File: config.mk
export PLATFORM = sky130hd
export DESIGN_NAME = vfd_duplex_scan
export DESIGN_NICKNAME = d
export VERILOG_FILES = /design/src/rtl/vfd_scan_pkg.sv /design/src/rtl/vfd_timebase.sv /design/src/rtl/vfd_frame_latch.sv /design/src/rtl/vfd_drive.sv /design/src/rtl/vfd_duplex_scan.sv
export SDC_FILE = /design/constraint.sdc
export NUM_CORES = 1
export LEC_CHECK = 0
export BUFFER_PORTS_ARGS = -buffer_cell sky130_fd_sc_hd__buf_2
export CAP_MARGIN = 40
export CELL_PAD_IN_SITES_DETAIL_PLACEMENT = 0
export CELL_PAD_IN_SITES_GLOBAL_PLACEMENT = 1
export CORE_MARGIN = 3
export CORE_UTILIZATION = 40
export CTS_BUF_LIST = sky130_fd_sc_hd__clkbuf_16
export DETAILED_ROUTE_END_ITERATION = 16
export PLACE_DENSITY_LB_ADDON = 0.1
export RECOVER_POWER = 100
export SETUP_SLACK_MARGIN = 0.1
export SYNTH_ARGS = -nofsm -noshare
export SYNTH_HDL_FRONTEND = slang
export SYNTH_SLANG_ARGS = --single-unit
File: constraint.sdc
create_clock -name clk -period 11.15 [get_ports clk]
set_clock_uncertainty 0.2 [all_clocks]
set_input_delay 0.5575 -clock clk [delete_from_list [all_inputs] [get_ports clk]]
set_output_delay 0.5575 -clock clk [all_outputs]
set_load 0.1 [all_outputs]
File: src/rtl/vfd_scan_pkg.sv
package vfd_scan_pkg;

    typedef enum logic {
        SCAN_HALT = 1'b0,
        SCAN_LIVE = 1'b1
    } scan_mode_e;

    // number of bits needed to select one of n grids (at least one)
    function automatic int sel_bits(input int n);
        return (n > 1) ? $clog2(n) : 1;
    endfunction

endpackage

File: src/rtl/vfd_timebase.sv
module vfd_timebase
    import vfd_scan_pkg::*;
#(
    parameter int GRIDS   = 2,
    parameter int PHASE_W = 11,
    localparam int SEL_W  = sel_bits(GRIDS)
) (
    input  logic               clk,
    input  logic               rst_n,
    input  logic               halt,
    input  logic               osc_en,
    output logic [SEL_W-1:0]   sel_d,
    output logic [PHASE_W-1:0] pos_d,
    output logic [SEL_W-1:0]   sel_q,
    output logic [PHASE_W-1:0] pos_q,
    output logic               load_o,
    output logic               live_o
);

    localparam logic [SEL_W-1:0]   LAST_SEL = SEL_W'(GRIDS - 1);
    localparam logic [PHASE_W-1:0] LAST_POS = '1;

    typedef struct packed {
        logic [SEL_W-1:0]   sel;
        logic [PHASE_W-1:0] pos;
    } tb_state_t;

    tb_state_t  st_d, st_q;
    logic       load_d;
    scan_mode_e mode_d;

    always_comb begin
        st_d   = st_q;
        load_d = 1'b0;
        mode_d = SCAN_LIVE;
        if (halt) begin
            st_d   = '0;
            load_d = 1'b1;
            mode_d = SCAN_HALT;
        end else if (osc_en) begin
            if (st_q.pos == LAST_POS) begin
                st_d.pos = '0;
                if (st_q.sel == LAST_SEL) begin
                    st_d.sel = '0;
                    load_d   = 1'b1;
                end else begin
                    st_d.sel = st_q.sel + 1'b1;
                end
            end else begin
                st_d.pos = st_q.pos + 1'b1;
            end
        end
    end

    always_ff @(posedge clk or negedge rst_n) begin
        if (!rst_n) st_q <= '0;
        else        st_q <= st_d;
    end

    assign sel_d  = st_d.sel;
    assign pos_d  = st_d.pos;
    assign sel_q  = st_q.sel;
    assign pos_q  = st_q.pos;
    assign load_o = load_d;
    assign live_o = (mode_d == SCAN_LIVE);

    assert_hold_zero_R8: assert property (@(posedge clk) disable iff (!rst_n)
        halt |=> (st_q == '0));

    assert_wait_strobe_R2: assert property (@(posedge clk) disable iff (!rst_n)
        (!halt && !osc_en) |=> $stable(st_q));

    assert_sel_range_R1: assert property (@(posedge clk) disable iff (!rst_n)
        st_q.sel <= LAST_SEL);

endmodule

File: src/rtl/vfd_frame_latch.sv
module vfd_frame_latch #(
    parameter int W = 8
) (
    input  logic         clk,
    input  logic         rst_n,
    input  logic         load,
    input  logic [W-1:0] din,
    output logic [W-1:0] dout_d,
    output logic [W-1:0] dout_q
);

    typedef struct packed {
        logic [W-1:0] val;
    } fl_state_t;

    fl_state_t st_d, st_q;

    always_comb begin
        st_d = st_q;
        if (load) st_d.val = din;
    end

    always_ff @(posedge clk or negedge rst_n) begin
        if (!rst_n) st_q <= '0;
        else        st_q <= st_d;
    end

    assign dout_d = st_d.val;
    assign dout_q = st_q.val;

    assert_frame_only_R9: assert property (@(posedge clk) disable iff (!rst_n)
        !load |=> $stable(st_q.val));

endmodule

File: src/rtl/vfd_drive.sv
module vfd_drive
    import vfd_scan_pkg::*;
#(
    parameter int SEGS    = 41,
    parameter int GRIDS   = 2,
    parameter int PHASE_W = 11,
    parameter int DIM_W   = 10,
    parameter int GAP     = 16,
    localparam int SEL_W  = sel_bits(GRIDS),
    localparam int SHIFT  = PHASE_W - DIM_W
) (
    input  logic                  clk,
    input  logic                  rst_n,
    input  logic                  live_d,
    input  logic [SEL_W-1:0]      sel_d,
    input  logic [PHASE_W-1:0]    pos_d,
    input  logic [GRIDS*SEGS-1:0] disp_d,
    input  logic [DIM_W-1:0]      dim_d,
    output logic [GRIDS-1:0]      grid_q,
    output logic [SEGS-1:0]       seg_q
);

    localparam logic [PHASE_W-1:0] GAP_V = PHASE_W'(GAP);

    typedef struct packed {
        logic [GRIDS-1:0] grid;
        logic [SEGS-1:0]  seg;
    } dr_state_t;

    dr_state_t st_d, st_q;

    logic [SEGS-1:0]    bank [GRIDS];
    logic [PHASE_W-1:0] lim;
    logic [PHASE_W-1:0] rel;
    logic               lit;

    for (genvar g = 0; g < GRIDS; g++) begin : g_bank
        assign bank[g] = disp_d[g*SEGS +: SEGS];
    end

    always_comb begin
        lim = PHASE_W'(dim_d) << SHIFT;
        rel = pos_d - GAP_V;
        lit = live_d && (pos_d >= GAP_V) && (rel < lim);
        st_d = '0;
        if (lit) begin
            st_d.grid = GRIDS'(1) << sel_d;
            st_d.seg  = bank[sel_d];
        end
    end

    always_ff @(posedge clk or negedge rst_n) begin
        if (!rst_n) st_q <= '0;
        else        st_q <= st_d;
    end

    assign grid_q = st_q.grid;
    assign seg_q  = st_q.seg;

    assert_one_grid_R1: assert property (@(posedge clk) disable iff (!rst_n)
        $onehot0(st_q.grid));

    assert_gap_dark_R5: assert property (@(posedge clk) disable iff (!rst_n)
        (pos_d < GAP_V) |=> (st_q.grid == '0 && st_q.seg == '0));

    assert_seg_needs_grid_R6: assert property (@(posedge clk) disable iff (!rst_n)
        (st_q.grid == '0) |-> (st_q.seg == '0));

    assert_dim_zero_dark_R6: assert property (@(posedge clk) disable iff (!rst_n)
        (dim_d == '0) |=> (st_q.grid == '0));

endmodule

File: src/rtl/vfd_duplex_scan.sv
module vfd_duplex_scan
    import vfd_scan_pkg::*;
#(
    parameter int SEGS    = 41,
    parameter int GRIDS   = 2,
    parameter int PHASE_W = 11,
    parameter int DIM_W   = 10,
    parameter int SLEEP_W = 2,
    parameter int GAP     = 16,
    localparam int SEL_W  = sel_bits(GRIDS),
    localparam int DISP_W = GRIDS * SEGS
) (
    input  logic               clk,
    input  logic               rst_n,
    input  logic               osc_en,
    input  logic               blank,
    input  logic [SLEEP_W-1:0] sleep_mode,
    input  logic [DISP_W-1:0]  disp_data,
    input  logic [DIM_W-1:0]   dim_code,
    output logic [GRIDS-1:0]   grid_en,
    output logic [SEGS-1:0]    seg_en
);

    logic               halt;
    logic [SEL_W-1:0]   sel_d, sel_q;
    logic [PHASE_W-1:0] pos_d, pos_q;
    logic               load, live;
    logic [DISP_W-1:0]  disp_d, disp_q;
    logic [DIM_W-1:0]   dim_d, dim_q;

    assign halt = blank || (sleep_mode != '0);

    vfd_timebase #(.GRIDS(GRIDS), .PHASE_W(PHASE_W)) u_time (
        .clk    (clk),
        .rst_n  (rst_n),
        .halt   (halt),
        .osc_en (osc_en),
        .sel_d  (sel_d),
        .pos_d  (pos_d),
        .sel_q  (sel_q),
        .pos_q  (pos_q),
        .load_o (load),
        .live_o (live)
    );

    vfd_frame_latch #(.W(DISP_W)) u_disp_sh (
        .clk    (clk),
        .rst_n  (rst_n),
        .load   (load),
        .din    (disp_data),
        .dout_d (disp_d),
        .dout_q (disp_q)
    );

    vfd_frame_latch #(.W(DIM_W)) u_dim_sh (
        .clk    (clk),
        .rst_n  (rst_n),
        .load   (load),
        .din    (dim_code),
        .dout_d (dim_d),
        .dout_q (dim_q)
    );

    vfd_drive #(
        .SEGS(SEGS), .GRIDS(GRIDS), .PHASE_W(PHASE_W),
        .DIM_W(DIM_W), .GAP(GAP)
    ) u_drive (
        .clk    (clk),
        .rst_n  (rst_n),
        .live_d (live),
        .sel_d  (sel_d),
        .pos_d  (pos_d),
        .disp_d (disp_d),
        .dim_d  (dim_d),
        .grid_q (grid_en),
        .seg_q  (seg_en)
    );

    assert_blank_dark_R7: assert property (@(posedge clk) disable iff (!rst_n)
        blank |=> (grid_en == '0 && seg_en == '0 && pos_q == '0 && sel_q == '0));

    assert_sleep_dark_R8: assert property (@(posedge clk) disable iff (!rst_n)
        (sleep_mode != '0) |=> (grid_en == '0 && seg_en == '0));

    assert_grid_phase_R1: assert property (@(posedge clk) disable iff (!rst_n)
        (grid_en != '0) |-> (grid_en == (GRIDS'(1) << sel_q)));

    assert_shadow_gated_R9: assert property (@(posedge clk) disable iff (!rst_n)
        (pos_q != '0) |-> ($stable(disp_q) && $stable(dim_q)));

endmodule

Word level (Yosys, flattened, before mapping)
Index checks and enable logic that the tools add are counted.
Storage, ports and cells
  word-level logic and storage cells: 35
  output and inout port bits: 43
  input bits: 98
  flip-flop bits (word level): 147
Cells by class
  $add $sub $neg: 3
  reduce and logical (&&, ||, !) cells: 4
  equal/unequal tests: 1
  bitwise gates (word level): 1
  shift operators: 1
  $lt $le $gt $ge: 3
  mux-type cells: 16
Operator list (count)
  two-way mux 41 bit: 3
  two-way mux 82 bit: 1
  two-way mux 43 bit: 1
  two-way mux 12 bit: 2
  adder 11 x 1 -> 11 bit, second input constant: 1
  equality test 11 bit, second input constant: 1
  greater-or-equal comparator 11 x 5 -> 1 bit, second input constant: 1
  < comparator 11 bit: 1
  two-way mux 11 bit: 1
  subtractor 11 x 5 -> 11 bit, second input constant: 1
  two-way mux 10 bit: 1
  two-way mux 1 bit: 7
  greater-or-equal comparator 2 bit, second input constant: 1
  logical AND 1 bit: 2
  NOT 1 -> 2 bit: 1
  nonzero test 2 bit: 1
  left shift 1 x 1 -> 2 bit, first input constant: 1
  adder 1 bit, second input constant: 1
  logical OR 1 bit: 1

Logic depth before layout (Yosys ltp)
  word-level depth: 10
  depth in mapped cells: 18
  gate-level depth less buffers: 16

Cells and area by module
Synthesis repeated with hierarchy kept, for this count alone.
Second synthesis, totals
  cells, all modules: 500
  area, all modules: 7105.6 µm²
By module, submodules not included
  vfd_frame_latch at u_disp_sh: area each 3447.1 µm², seq. area each 2052.0 µm², instances 1, cells an instance 173
  vfd_drive: area each 2600.0 µm², seq. area each 1076.0 µm², instances 1, cells an instance 243
  vfd_timebase: area each 640.6 µm², seq. area each 300.3 µm², instances 1, cells an instance 62
  vfd_frame_latch at u_dim_sh: area each 411.6 µm², seq. area each 250.2 µm², instances 1, cells an instance 21
  vfd_duplex_scan: area each 6.3 µm², seq. area each 0.0 µm², instances 1, cells an instance 1

Least setup slack after synthesis
No wires, ideal clock.
  path type: input to register
  start: in osc_en
  end: reg u_drive.st_q, in the netlist u_drive.seg_q[10]
  buffers on the path: 2
  library setup time: 0.073 ns
  data required time: 10.877 ns
  slack: 7.138 ns
  arrival time: 3.739 ns
  stages: 17
  path through: buf_2 nand4_4 nor3_1 nand2b_1 or2_2 ha_1 nand2_1 or3_1 o21ai_0 ha_1 nand4_1 o21ai_0 or3_1 a211oi_1 o311ai_4 buf_6 nor2_1
RTL lines
  from (decl): line vfd_duplex_scan.sv:15  | input logic osc_en,
  to (signal assigned): line vfd_drive.sv:54  | else st_q <= st_d;
  to (decl): line vfd_drive.sv:30  | dr_state_t st_d, st_q;

==> flow_metrics.env <==
export IMPL_outcome="finished, violations left"
export IMPL_violations="capacitance limit, slew limit"
export IMPL_whs_path_depth=2
export IMPL_grt_remaining_overflow=0
export IMPL_crit_path_end_kind="register"
export IMPL_cts_root_buf="clkbuf_16"
export IMPL_syn_num_nets=568
export IMPL_groute_usage_overall_pct=16.93
export IMPL_drt_iter0_drc=199
export IMPL_slowest_stage="clkbuf_1"
export IMPL_yosysWarnings=0
export IMPL_rrSetupSlack_ps=4170
export IMPL_ir_drop_v=0.00009829
export IMPL_totalWireLength_um=13380
export IMPL_drv_slew=229
export IMPL_min_from="disp_data[47]"
export IMPL_grt_max_degree=72
export IMPL_power_density_nw_per_um2=152.6
export IMPL_grt_pass1_vias=4256
export IMPL_final_nets=714
export IMPL_dr_total_vias=3965
export IMPL_cp_cell_sequence="nand4_1 -> nor3_1 -> ha_1 -> a21oi_1 -> clkbuf_1 -> clkbuf_1 -> mux2_2 -> mux2i_1 -> nor2_1"
export IMPL_syn_area_um2=6168
export IMPL_drt_vias_per_instance=4.962
export IMPL_drive_above_1_share_pct=25.57
export IMPL_multiInputGateArea_um2=2276
export IMPL_synth_seq_cells=147
export IMPL_hp_class="in -> reg"
export IMPL_die_y_um=130.2
export IMPL_rsz0062_at_grt="false"
export IMPL_dr_pass1_iters=4
export IMPL_fmax_ghz=0.1433
export IMPL_fin_crit_sh_pct=62.58
export IMPL_cts_sinks=147
export IMPL_syn_inst=458
export IMPL_synth_top_area_share_pct=59.63
export IMPL_synth_largest_area_cell="dfrtp_1"
export IMPL_finalSetupTns_ps=0
export IMPL_core_area_um2=14810
export IMPL_r2r_start="u_time.pos_q[4]"
export IMPL_yosysMostFrequentCell="dfrtp_1"
export IMPL_grt_antenna_before_repair=1
export IMPL_layout_min_cycle_time_ps=6977
export IMPL_cap_viol_max_count=7
export IMPL_critPathMostFrequentCell="clkbuf_1"
export IMPL_layout_cells_non_filler=799
export IMPL_reg2reg_to="u_drive.seg_q[19]"
export IMPL_p_leak_nw=3.342
export IMPL_fillerInstances=1342
export IMPL_clk_pin_slew_ps=60
export IMPL_die_area_um2=16950
export IMPL_tightestPinTransition_ps=3825
export IMPL_final_setup_viol_count=0
export IMPL_whs_ps=181.7
export IMPL_port_buffers=140
export IMPL_grt_pass1_wl_um=21800
export IMPL_die_x_um=130.2
export IMPL_reg2reg_depth=9
export IMPL_yosysSeqAreaShare_pct=59.63
export IMPL_start_util_pct=41.65
export IMPL_required_ps=11140
export IMPL_post_dp_hpwl_um=9218
export IMPL_cts_tree="yes"
export IMPL_area_growth_pct=20.95
export IMPL_path_class="reg -> reg"
export IMPL_synth_area_top_cells="dfrtp_1 60%, mux2_2 15%, mux2i_1 8.3%"
export IMPL_critPathMaxStageDelay_ps=2120
export IMPL_min_to="u_disp_sh.dout_q[47]"
export IMPL_path_max_fanout=52
export IMPL_clk_latency_ps=410
export IMPL_rows=44
export IMPL_io_pins=141
export IMPL_clk_path_buf_depth=2
export IMPL_max_slew_margin_pct=-155.0
export IMPL_yosys_top_cells_count="147 x dfrtp_1, 83 x mux2_2, 52 x nor2_1, 51 x mux2i_1, 17 x inv_1"
export IMPL_crit_arrival_ps=6970
export IMPL_cts_max_level=4
export IMPL_dp_cells=768
export IMPL_wl_per_cell_um=16.75
export IMPL_gp_congestion=0.8023
export IMPL_route_detailed_drc=0
export IMPL_seq_area_um2=3679
export IMPL_synthArstFlopShare_pct=100.0
export IMPL_synth_edf_count=0
export IMPL_ant_nets=0
export IMPL_numCtsBuffers=17
export IMPL_syn_avg_cell_area_um2=13.47
export IMPL_synthFlopType="dfrtp_1"
export IMPL_finalHoldViolations=0
export IMPL_synth_cell_type_count=38
export IMPL_critPathLaunchType="register"
export IMPL_cts_resized=0
[layout make-up]
type,instances,share of cell area (%)
antenna,1,0.03354
clock buffer,17,5.702
clock inverter,12,1.057
inverter,17,0.8553
multi-input combinational,273,30.50
sequential,147,49.30
tap,184,3.086
timing repair buffer,148,9.458
[per-layer routing]
layer	share of wire, %	vias to the layer above	global-route usage, %	wire, um
met4	1.3	2	5.746	174
met3	7.1	17	6.918	952
met1	42	1965	20.99	5681
li1	-	1880	-	-
met2	49	101	26.95	6567
met5	0.052	-	0	7
[report_power, final]
group          switching (mW)  internal, mW  total, mW
clock network           0.201         0.295      0.496
logic                  0.0401        0.0389     0.0790
registers             0.00562         0.558      0.563
total                   0.247         0.892       1.14
[worst max-delay path: cells and delay by family, from the launching register on]
| family | cells | cell delay [ps] |
|---|---|---|
| buffers and inverters | 2 | 3290 |
| muxes | 2 | 640 |
| adders and majority gates | 1 | 200 |
| and+or+nand+nor | 3 | 470 |
| DFF | 1 | 460 |
| AOI/OAI and AO/OA | 1 | 1460 |
[how the worst max path moves through the flow]
stage | start | to | slack, ps | depth (start not counted)
6_report | u_time.pos_q[4] | u_drive.seg_q[19] | 4170 | 9
5_1_grt | u_time.pos_q[4] | u_drive.seg_q[19] | 3490 | 9
4_1_cts | u_time.pos_q[0] | u_drive.seg_q[40] | 6580 | 17
3_5_place_dp | osc_en | u_drive.seg_q[20] | 6460 | 17
3_3_place_gp | osc_en | u_drive.seg_q[40] | 6400 | 17
2_1_floorplan | osc_en | u_drive.seg_q[10] | 7140 | 17
[per-stage QoR]
stage / area (um^2) / util [%] / setup slack [ps] / power [mW]
CTS: 7614 / 51.41 / 6576 / 1.160
floorplan: 6168 / - / 7138 / 0.6174
global route: 7458 / 50.36 / 3493 / 1.194
global placement: 7029 / 47.47 / 6396 / 0.6528
detailed placement: 7099 / 47.94 / 6465 / 0.6582
finish: 7461 / 50.38 / 4173 / 1.139
[state kept, by name, summed over array words and instances, names as in the netlist]
signal	cells
u_time.sel_q	1
u_drive.seg_q	41
u_time.pos_q	11
u_dim_sh.dout_q	10
u_disp_sh.dout_q	82
u_drive.grid_q	2
[layout by cell type, fill, tap and decap left out, types with 2 or more instances in the layout]
| cell | instances |
|---|---|
| or3_1 | 5 |
| a21oi_1 | 7 |
| nor4_1 | 2 |
| nand2b_1 | 2 |
| ha_1 | 12 |
| nor3_1 | 7 |
| xnor2_1 | 4 |
| mux2_1 | 50 |
| or2_2 | 2 |
| inv_1 | 20 |
| mux2i_1 | 51 |
| clkinv_1 | 5 |
| dfrtp_1 | 147 |
| xor2_1 | 5 |
| clkinv_2 | 2 |
| buf_2 | 96 |
| o21ai_0 | 5 |
| clkbuf_1 | 50 |
| nand3_1 | 6 |
| nand2_1 | 10 |
| nand4_1 | 5 |
| mux2_2 | 33 |
| nor2_1 | 51 |
| clkbuf_16 | 17 |
[cell families (layout without fill, tap and decap cells)]
family / after synthesis / count (layout) / share of synthesized area, %
flip-flops: 147 / 147 / 59.63
multiplexers: 134 / 134 / 23.43
AND/OR/NAND/NOR: 96 / 96 / 7.424
buffers and inverters: 38 / 194 / 3.063
AO/OA/AOI/OAI: 22 / 22 / 2.739
adder cells (fa/ha/maj): 12 / 12 / 2.434
XOR/XNOR: 9 / 9 / 1.278
other: 0 / 1 / 0
[timing repair]
item | in CTS | in global routing
setup buffers | 0 | 0
hold buffers | 1 | 0
endpoints found under the hold margin | 70 | 0
No activity file was read; power rests on OpenSTA's default activity.
